$ cat src/rtl/amc_pkg.sv
package amc_pkg;
  typedef struct packed {
    logic [1:0] width;   // 0: 8-bit, 1: 16-bit, else 32-bit
    logic [3:0] setup;
    logic [3:0] active;
    logic [3:0] hold;
  } bank_cfg_t;

  localparam bank_cfg_t CFG_RST = '{width: 2'd2, setup: 4'd1, active: 4'd2, hold: 4'd1};

  typedef enum logic [2:0] {ST_IDLE, ST_SETUP, ST_ACTIVE, ST_HOLD, ST_DONE} amc_state_t;
endpackage

$ cat src/rtl/amc_cfg_regs.sv
module amc_cfg_regs
  import amc_pkg::*;
#(
  parameter int NUM_BANKS = 4,
  localparam int BSEL_W = $clog2(NUM_BANKS)
) (
  input  logic              clk_i,
  input  logic              rst_ni,
  input  logic              we_i,
  input  logic [BSEL_W-1:0] bank_i,
  input  bank_cfg_t         data_i,
  output bank_cfg_t         cfg_o [NUM_BANKS]
);
  for (genvar b = 0; b < NUM_BANKS; b++) begin : g_bank
    always_ff @(posedge clk_i or negedge rst_ni) begin
      if (!rst_ni) cfg_o[b] <= CFG_RST;
      else if (we_i && bank_i == BSEL_W'(b)) cfg_o[b] <= data_i;
    end
  end
endmodule

$ cat src/rtl/amc_decode.sv
module amc_decode #(
  parameter int ADDR_W      = 26,
  parameter int NUM_BANKS   = 4,
  parameter int BANK0_WORDS = 14 * 2**20,
  localparam int BSEL_W = $clog2(NUM_BANKS),
  localparam int OFF_W  = ADDR_W - BSEL_W
) (
  input  logic [ADDR_W-1:0] addr_i,
  output logic [BSEL_W-1:0] bank_o,
  output logic [OFF_W-1:0]  off_o,
  output logic              hit_o
);
  assign bank_o = addr_i[ADDR_W-1 -: BSEL_W];
  assign off_o  = addr_i[OFF_W-1:0];
  // windows stay at fixed bases; the bank 0 tail is a hole, not remapped
  assign hit_o  = (bank_o != '0) || ({1'b0, off_o} < (OFF_W+1)'(BANK0_WORDS));
endmodule

$ cat src/rtl/amc_seq.sv
module amc_seq
  import amc_pkg::*;
#(
  parameter int NUM_BANKS = 4,
  parameter int OFF_W     = 24,
  parameter int DATA_W    = 32,
  localparam int BSEL_W = $clog2(NUM_BANKS),
  localparam int EXT_W  = OFF_W + 2
) (
  input  logic              clk_i,
  input  logic              rst_ni,
  input  logic              req_i,
  input  logic              we_i,
  input  logic [BSEL_W-1:0] bank_i,
  input  logic [OFF_W-1:0]  off_i,
  input  logic              hit_i,
  input  logic [DATA_W-1:0] wdata_i,
  input  bank_cfg_t         cfg_i [NUM_BANKS],
  output logic              ready_o,
  output logic              err_o,
  output logic [DATA_W-1:0] rdata_o,
  output logic [EXT_W-1:0]  ext_addr_o,
  output logic [DATA_W-1:0] ext_wdata_o,
  input  logic [DATA_W-1:0] ext_rdata_i,
  output logic [NUM_BANKS-1:0] cs_no,
  output logic              rd_no,
  output logic              wr_no
);
  amc_state_t st;
  logic [3:0]        cnt;
  logic [1:0]        part, last_part;
  logic [BSEL_W-1:0] bank_q;
  logic [OFF_W-1:0]  off_q;
  logic              we_q, err_q;
  logic [DATA_W-1:0] wdata_q, rbuf;
  bank_cfg_t         cfg_q, cfg_new;
  logic [3:0]        act_q, act_new;
  logic [4:0]        shamt;
  amc_state_t        first_st;
  logic [3:0]        first_cnt;

  assign cfg_new = cfg_i[bank_i];
  assign act_new = (cfg_new.active == 4'd0) ? 4'd1 : cfg_new.active;
  assign act_q   = (cfg_q.active == 4'd0) ? 4'd1 : cfg_q.active;

  // start of a following part: skip phases whose count is zero
  assign first_st  = (cfg_q.setup != 4'd0) ? ST_SETUP : ST_ACTIVE;
  assign first_cnt = (cfg_q.setup != 4'd0) ? cfg_q.setup - 4'd1 : act_q - 4'd1;

  always_comb begin
    case (cfg_q.width)
      2'd0:    begin last_part = 2'd3; shamt = {part, 3'b000};        ext_addr_o = {off_q, part}; end
      2'd1:    begin last_part = 2'd1; shamt = {part[0], 4'b0000};    ext_addr_o = {1'b0, off_q, part[0]}; end
      default: begin last_part = 2'd0; shamt = 5'd0;                  ext_addr_o = {2'b00, off_q}; end
    endcase
  end

  always_ff @(posedge clk_i or negedge rst_ni) begin
    if (!rst_ni) begin
      st <= ST_IDLE; cnt <= '0; part <= '0; bank_q <= '0; off_q <= '0;
      we_q <= 1'b0; err_q <= 1'b0; wdata_q <= '0; rbuf <= '0; cfg_q <= CFG_RST;
    end else begin
      case (st)
        ST_IDLE: if (req_i) begin
          bank_q <= bank_i; off_q <= off_i; we_q <= we_i; wdata_q <= wdata_i;
          part <= '0; rbuf <= '0; cfg_q <= cfg_new; err_q <= !hit_i;
          if (!hit_i) st <= ST_DONE;
          else if (cfg_new.setup != 4'd0) begin st <= ST_SETUP; cnt <= cfg_new.setup - 4'd1; end
          else begin st <= ST_ACTIVE; cnt <= act_new - 4'd1; end
        end
        ST_SETUP:
          if (cnt == 4'd0) begin st <= ST_ACTIVE; cnt <= act_q - 4'd1; end
          else cnt <= cnt - 4'd1;
        ST_ACTIVE:
          if (cnt == 4'd0) begin
            if (!we_q) begin
              case (cfg_q.width)
                2'd0:    rbuf[shamt +: 8]  <= ext_rdata_i[7:0];
                2'd1:    rbuf[shamt +: 16] <= ext_rdata_i[15:0];
                default: rbuf <= ext_rdata_i;
              endcase
            end
            if (cfg_q.hold != 4'd0) begin st <= ST_HOLD; cnt <= cfg_q.hold - 4'd1; end
            else if (part == last_part) st <= ST_DONE;
            else begin part <= part + 2'd1; st <= first_st; cnt <= first_cnt; end
          end else cnt <= cnt - 4'd1;
        ST_HOLD:
          if (cnt == 4'd0) begin
            if (part == last_part) st <= ST_DONE;
            else begin part <= part + 2'd1; st <= first_st; cnt <= first_cnt; end
          end else cnt <= cnt - 4'd1;
        default: st <= ST_IDLE;
      endcase
    end
  end

  logic busy;
  assign busy        = (st == ST_SETUP) || (st == ST_ACTIVE) || (st == ST_HOLD);
  assign cs_no       = busy ? ~(NUM_BANKS'(1) << bank_q) : '1;
  assign rd_no       = !((st == ST_ACTIVE) && !we_q);
  assign wr_no       = !((st == ST_ACTIVE) && we_q);
  assign ext_wdata_o = wdata_q >> shamt;
  assign ready_o     = (st == ST_DONE);
  assign err_o       = (st == ST_DONE) && err_q;
  assign rdata_o     = rbuf;

  assert_cs_onehot_R1: assert property (@(posedge clk_i) disable iff (!rst_ni)
    $onehot0(~cs_no));
  assert_strobe_in_cs_R4: assert property (@(posedge clk_i) disable iff (!rst_ni)
    (!rd_no || !wr_no) |-> (cs_no != '1));
  assert_err_quiet_R2: assert property (@(posedge clk_i) disable iff (!rst_ni)
    (ready_o && err_o) |-> ($past(cs_no) == '1 && $past(rd_no) && $past(wr_no)));
  assert_addr_stable_R5: assert property (@(posedge clk_i) disable iff (!rst_ni)
    (st == ST_ACTIVE && $past(st) == ST_ACTIVE && $past(part) == part) |-> $stable(ext_addr_o));
  assert_ready_pulse_R7: assert property (@(posedge clk_i) disable iff (!rst_ni)
    ready_o |=> !ready_o);
  assert_strobe_excl_R8: assert property (@(posedge clk_i) disable iff (!rst_ni)
    !(!rd_no && !wr_no));
endmodule

$ cat src/rtl/async_mem_ctrl.sv
module async_mem_ctrl
  import amc_pkg::*;
#(
  parameter int ADDR_W      = 26,
  parameter int DATA_W      = 32,
  parameter int NUM_BANKS   = 4,
  parameter int BANK0_WORDS = 14 * 2**20,
  localparam int BSEL_W = $clog2(NUM_BANKS),
  localparam int OFF_W  = ADDR_W - BSEL_W,
  localparam int CFG_W  = $bits(bank_cfg_t)
) (
  input  logic                 clk_i,
  input  logic                 rst_ni,
  input  logic                 req_i,
  input  logic                 we_i,
  input  logic [ADDR_W-1:0]    addr_i,
  input  logic [DATA_W-1:0]    wdata_i,
  output logic                 ready_o,
  output logic                 err_o,
  output logic [DATA_W-1:0]    rdata_o,
  input  logic                 cfg_we_i,
  input  logic [BSEL_W-1:0]    cfg_bank_i,
  input  logic [CFG_W-1:0]     cfg_data_i,
  output logic [OFF_W+1:0]     ext_addr_o,
  output logic [DATA_W-1:0]    ext_wdata_o,
  input  logic [DATA_W-1:0]    ext_rdata_i,
  output logic [NUM_BANKS-1:0] cs_no,
  output logic                 rd_no,
  output logic                 wr_no
);
  bank_cfg_t         cfg [NUM_BANKS];
  logic [BSEL_W-1:0] bank;
  logic [OFF_W-1:0]  off;
  logic              hit;

  amc_cfg_regs #(.NUM_BANKS(NUM_BANKS)) cfg_regs_i (
    .clk_i, .rst_ni, .we_i(cfg_we_i), .bank_i(cfg_bank_i),
    .data_i(bank_cfg_t'(cfg_data_i)), .cfg_o(cfg)
  );

  amc_decode #(.ADDR_W(ADDR_W), .NUM_BANKS(NUM_BANKS), .BANK0_WORDS(BANK0_WORDS)) decode_i (
    .addr_i, .bank_o(bank), .off_o(off), .hit_o(hit)
  );

  amc_seq #(.NUM_BANKS(NUM_BANKS), .OFF_W(OFF_W), .DATA_W(DATA_W)) seq_i (
    .clk_i, .rst_ni, .req_i, .we_i, .bank_i(bank), .off_i(off), .hit_i(hit),
    .wdata_i, .cfg_i(cfg), .ready_o, .err_o, .rdata_o, .ext_addr_o,
    .ext_wdata_o, .ext_rdata_i, .cs_no, .rd_no, .wr_no
  );
endmodule

$ cat config.mk
export PLATFORM = sky130hd
export DESIGN_NAME = async_mem_ctrl
export DESIGN_NICKNAME = d
export VERILOG_FILES = /design/src/rtl/amc_pkg.sv /design/src/rtl/amc_cfg_regs.sv /design/src/rtl/amc_decode.sv /design/src/rtl/amc_seq.sv /design/src/rtl/async_mem_ctrl.sv
export SDC_FILE = /design/constraint.sdc
export NUM_CORES = 1
export LEC_CHECK = 0
export BUFFER_PORTS_ARGS = -buffer_cell sky130_fd_sc_hd__buf_2
export CAP_MARGIN = 20
export CORE_UTILIZATION = 55
export CTS_CLUSTER_DIAMETER = 50
export CTS_CLUSTER_SIZE = 14
export DETAILED_ROUTE_END_ITERATION = 8
export PLACE_DENSITY = 0.89
export SKIP_CTS_REPAIR_TIMING = 1
export SYNTH_ARGS = -nofsm -noshare
export SYNTH_HDL_FRONTEND = slang
export SYNTH_SLANG_ARGS = --single-unit
$ cat constraint.sdc
create_clock -name clk_i -period 9 [get_ports clk_i]
set_clock_uncertainty 0.2 [all_clocks]
set_input_delay 0.45 -clock clk_i [delete_from_list [all_inputs] [get_ports clk_i]]
set_output_delay 0.45 -clock clk_i [all_outputs]
set_load 0.02 [all_outputs]
==> impl_metrics.py <==
metrics = {
    "place": {
        "gp_congestion": 0.900,
        "hpwl_um": 17300,
        "preCtsSetupSlack_ns": 4.40,
        "portBuffers": 208,
        "place_area_um2": 10800,
    },
    "route": {
        "vias": 8109,
        "dr.first_iter.drc_count": 934,
        "first_pass_iters": 8,
        "wl_um": 25500,
        "wire_per_inst_um": 19.4,
        "viasPerCell": 6.16,
        "antenna_left": 0,
        "route.detailed.drc": 0,
    },
    "synth": {
        "yosys_warnings": 0,
        "synthTopCellsByCount": "dfrtp_1 (151), mux2_2 (131), nand2_1 (103)",
        "synth-edff-count": 0,
        "synthTopCellsByArea": "dfrtp_1 (39%), mux2_2 (15%), dfstp_2 (5.4%)",
        "async_flop_share_pct": 100,
        "synth_nets": 1025,
        "synthDistinctLibCells": 72,
        "avgSynthCellArea_um2": 10.8,
        "yosysMostFrequentCell": "dfrtp_1",
        "netlist.area_leader.share_pct": 39.0,
        "ys_ff_latch": 171,
        "netlist_instances": 901,
        "yosysTopAreaCell": "dfrtp_1",
        "synth_ff_type": "dfrtp_1",
        "synth_seq_area_share_pct": 44.4,
        "netlist_area_um2": 9700,
    },
    "die": {
        "die-width_um": 135,
        "start_util_pct": 56.3,
        "coreArea_um2": 17200,
        "die_h_um": 135,
        "row_count": 48,
        "io_pins": 209,
        "dieArea_um2": 18200,
    },
    "worst_setup_path": {
        "critPathBufInv": 3,
        "slowest_stage": "nor2_1",
        "crit_required_ns": 9.14,
        "critPathMaxFanout": 74,
        "cpMostUsedCell": "ha_1",
        "cp_top_family": "simple AND/OR/NAND/NOR gates",
        "worstPathCellList": "buf_4, nor2_1, ha_1, a21oi_1, or2_2, inv_1, ha_1, clkinv_1, nor3_2, a22o_1, a222oi_1, o21ai_1",
        "slowest_delay_ns": 0.67,
        "regToRegSetupSlack_ns": 4.26,
        "path_class": "register to register",
        "cp-end-kind": "register",
        "startpoint_type": "register",
        "worstPathArrival_ns": 4.88,
    },
    "power_and_ir_drop": {
        "p_leak_nw": 5.15,
        "ir_drop_v": 0.000251,
        "power_density_nw_per_um2": 388,
        "total_power_mw": 4.46,
    },
    "grt": {
        "antenna_found_initial": 0,
        "grt_pass1_wl_um": 39700,
        "grt_pass1_vias": 7668,
        "grt_max_degree": 113,
        "grt_util_all_layers_pct": 28.1,
        "grt-ovfl-total": 0,
    },
    "sta": {
        "worst_slack_ns": 4.26,
        "max_freq_mhz": 211,
        "slew_headroom_pct": 33.8,
        "fin_setup_tns_ns": 0,
        "rsz0062_at_grt": "no",
        "finalHoldViolCount": 0,
        "tightest_slew_ns": 0.991,
        "fin_crit_ns": 4.74,
        "setup_viol": 0,
        "period_share_pct": 52.7,
        "final_max_slew_viol_count": 0,
    },
    "final_layout": {
        "regArea_um2": 4300,
        "area_growth_pct": 18.4,
        "n_antenna_cell": 0,
        "layout-drive-gt1-share_pct": 39.6,
        "nFillCells": 1298,
        "multi_input_area_um2": 5060,
        "final_cell_area_um2": 11500,
        "final_net_count": 1203,
    },
    "cts": {
        "clk_path_buf_depth": 2,
        "cts_tree": "done",
        "clk_pin_slew_ns": 0.07,
        "cts_inserted_buffers": 17,
        "cts_max_level": 4,
        "cts-root-buf": "clkbuf_16",
        "clk_latency_ns": 0.44,
        "cts_sinks": 171,
    },
    "hold_path": {
        "min_path_type": "primary input to register",
    },
    "run": {
        "maxCapViolations": 0,
    },
    "status": {
        "status": "complete, no violations",
    },
}
[sequential cells by signal, summed over array words and instances, names as in the netlist]
signal            flops
cfg_regs_i.cfg_o     56
seq_i.wdata_q        32
seq_i.bank_q          2
seq_i.st              3
seq_i.cfg_q          14
seq_i.off_q          24
seq_i.cnt             4
seq_i.err_q           1
seq_i.we_q            1
seq_i.part            2
seq_i.rdata_o        32
[metal layers]
layer  part of all wire, %  track usage [%]
met5                     0                0
met4                   2.7             11.0
met3                   7.6             5.63
met2                    49             46.1
met1                    41             36.6
[through the flow]
step / cells / hold slack, ns / util (%)
floorplan: 901 / -0.0456 / -
global placement: 1283 / 0.276 / 62.8
detailed placement: 1283 / 0.282 / 62.8
CTS: 1315 / 0.00989 / 66.4
global route: 1317 / 0.0299 / 66.6
finish: 1317 / 0.0372 / 66.6
[where the power goes]
| group | switching (mW) | internal, mW | leakage (nW) |
|---|---|---|---|
| Sequential | 0.282 | 1.07 | 2.07 |
| Combinational | 1.39 | 0.937 | 2.77 |
| Clock | 0.326 | 0.451 | 0.306 |
| Total | 2.00 | 2.46 | 5.15 |
[cell families (layout without fill, tap and decap cells)]
kind of cell,after synthesis,count (layout),synth area share [%]
mux,193,193,23.4
xor+xnor,5,5,0.452
compound gates,218,218,15.0
flops,171,171,44.4
simple gates,225,225,11.5
buf+inv,76,267,3.52
fa+ha+maj,13,13,1.68
[path summary, 6_finish.rpt]
path	startpoint	endpoint	depth (start not counted)
hold / removal	wdata_i[4]	seq_i.wdata_q[4]	2
setup reg to reg	seq_i.cfg_q[13]	seq_i.rdata_o[22]	12
hold reg to reg	seq_i.rdata_o[9]	seq_i.rdata_o[9]	2
max in group asynchronous	rst_ni	seq_i.rdata_o[15]	3
min in group asynchronous	rst_ni	seq_i.rdata_o[3]	2
setup / recovery	seq_i.cfg_q[13]	seq_i.rdata_o[22]	12
[final cells by class]
type                            instances  area share [%]
Clock buffer                           18            3.82
Clock inverter                         14            1.59
Inverter                               16           0.523
Multi-Input combinational cell        654            44.1
Sequential cell                       171            37.5
Tap cell                              225            2.45
Timing Repair Buffer                  219            10.0
[cells in the final DEF (no fill, tap or decap), types with 6 or more instances in the layout]
cell | Yosys | routed
buf_2 | 18 | 207
dfrtp_1 | 151 | 151
mux2_2 | 131 | 131
nand2_1 | 103 | 103
o21ai_0 | 69 | 69
mux2i_1 | 48 | 48
a21oi_1 | 38 | 38
nor2_1 | 37 | 37
dfstp_2 | 20 | 20
and3_1 | 18 | 18
clkbuf_16 | 0 | 17
a222oi_1 | 16 | 16
a22o_1 | 16 | 16
mux4_2 | 14 | 14
inv_1 | 13 | 13
ha_1 | 13 | 13
nand2b_1 | 12 | 12
o21ai_1 | 11 | 11
a32oi_1 | 9 | 9
buf_4 | 3 | 9
a21boi_0 | 8 | 8
a2bb2oi_1 | 8 | 8
a31oi_1 | 6 | 6
nor3_1 | 6 | 6
or2_2 | 6 | 6
nor3b_1 | 7 | 6
nor2b_1 | 6 | 6
Power figures use the tool's default switching activity.
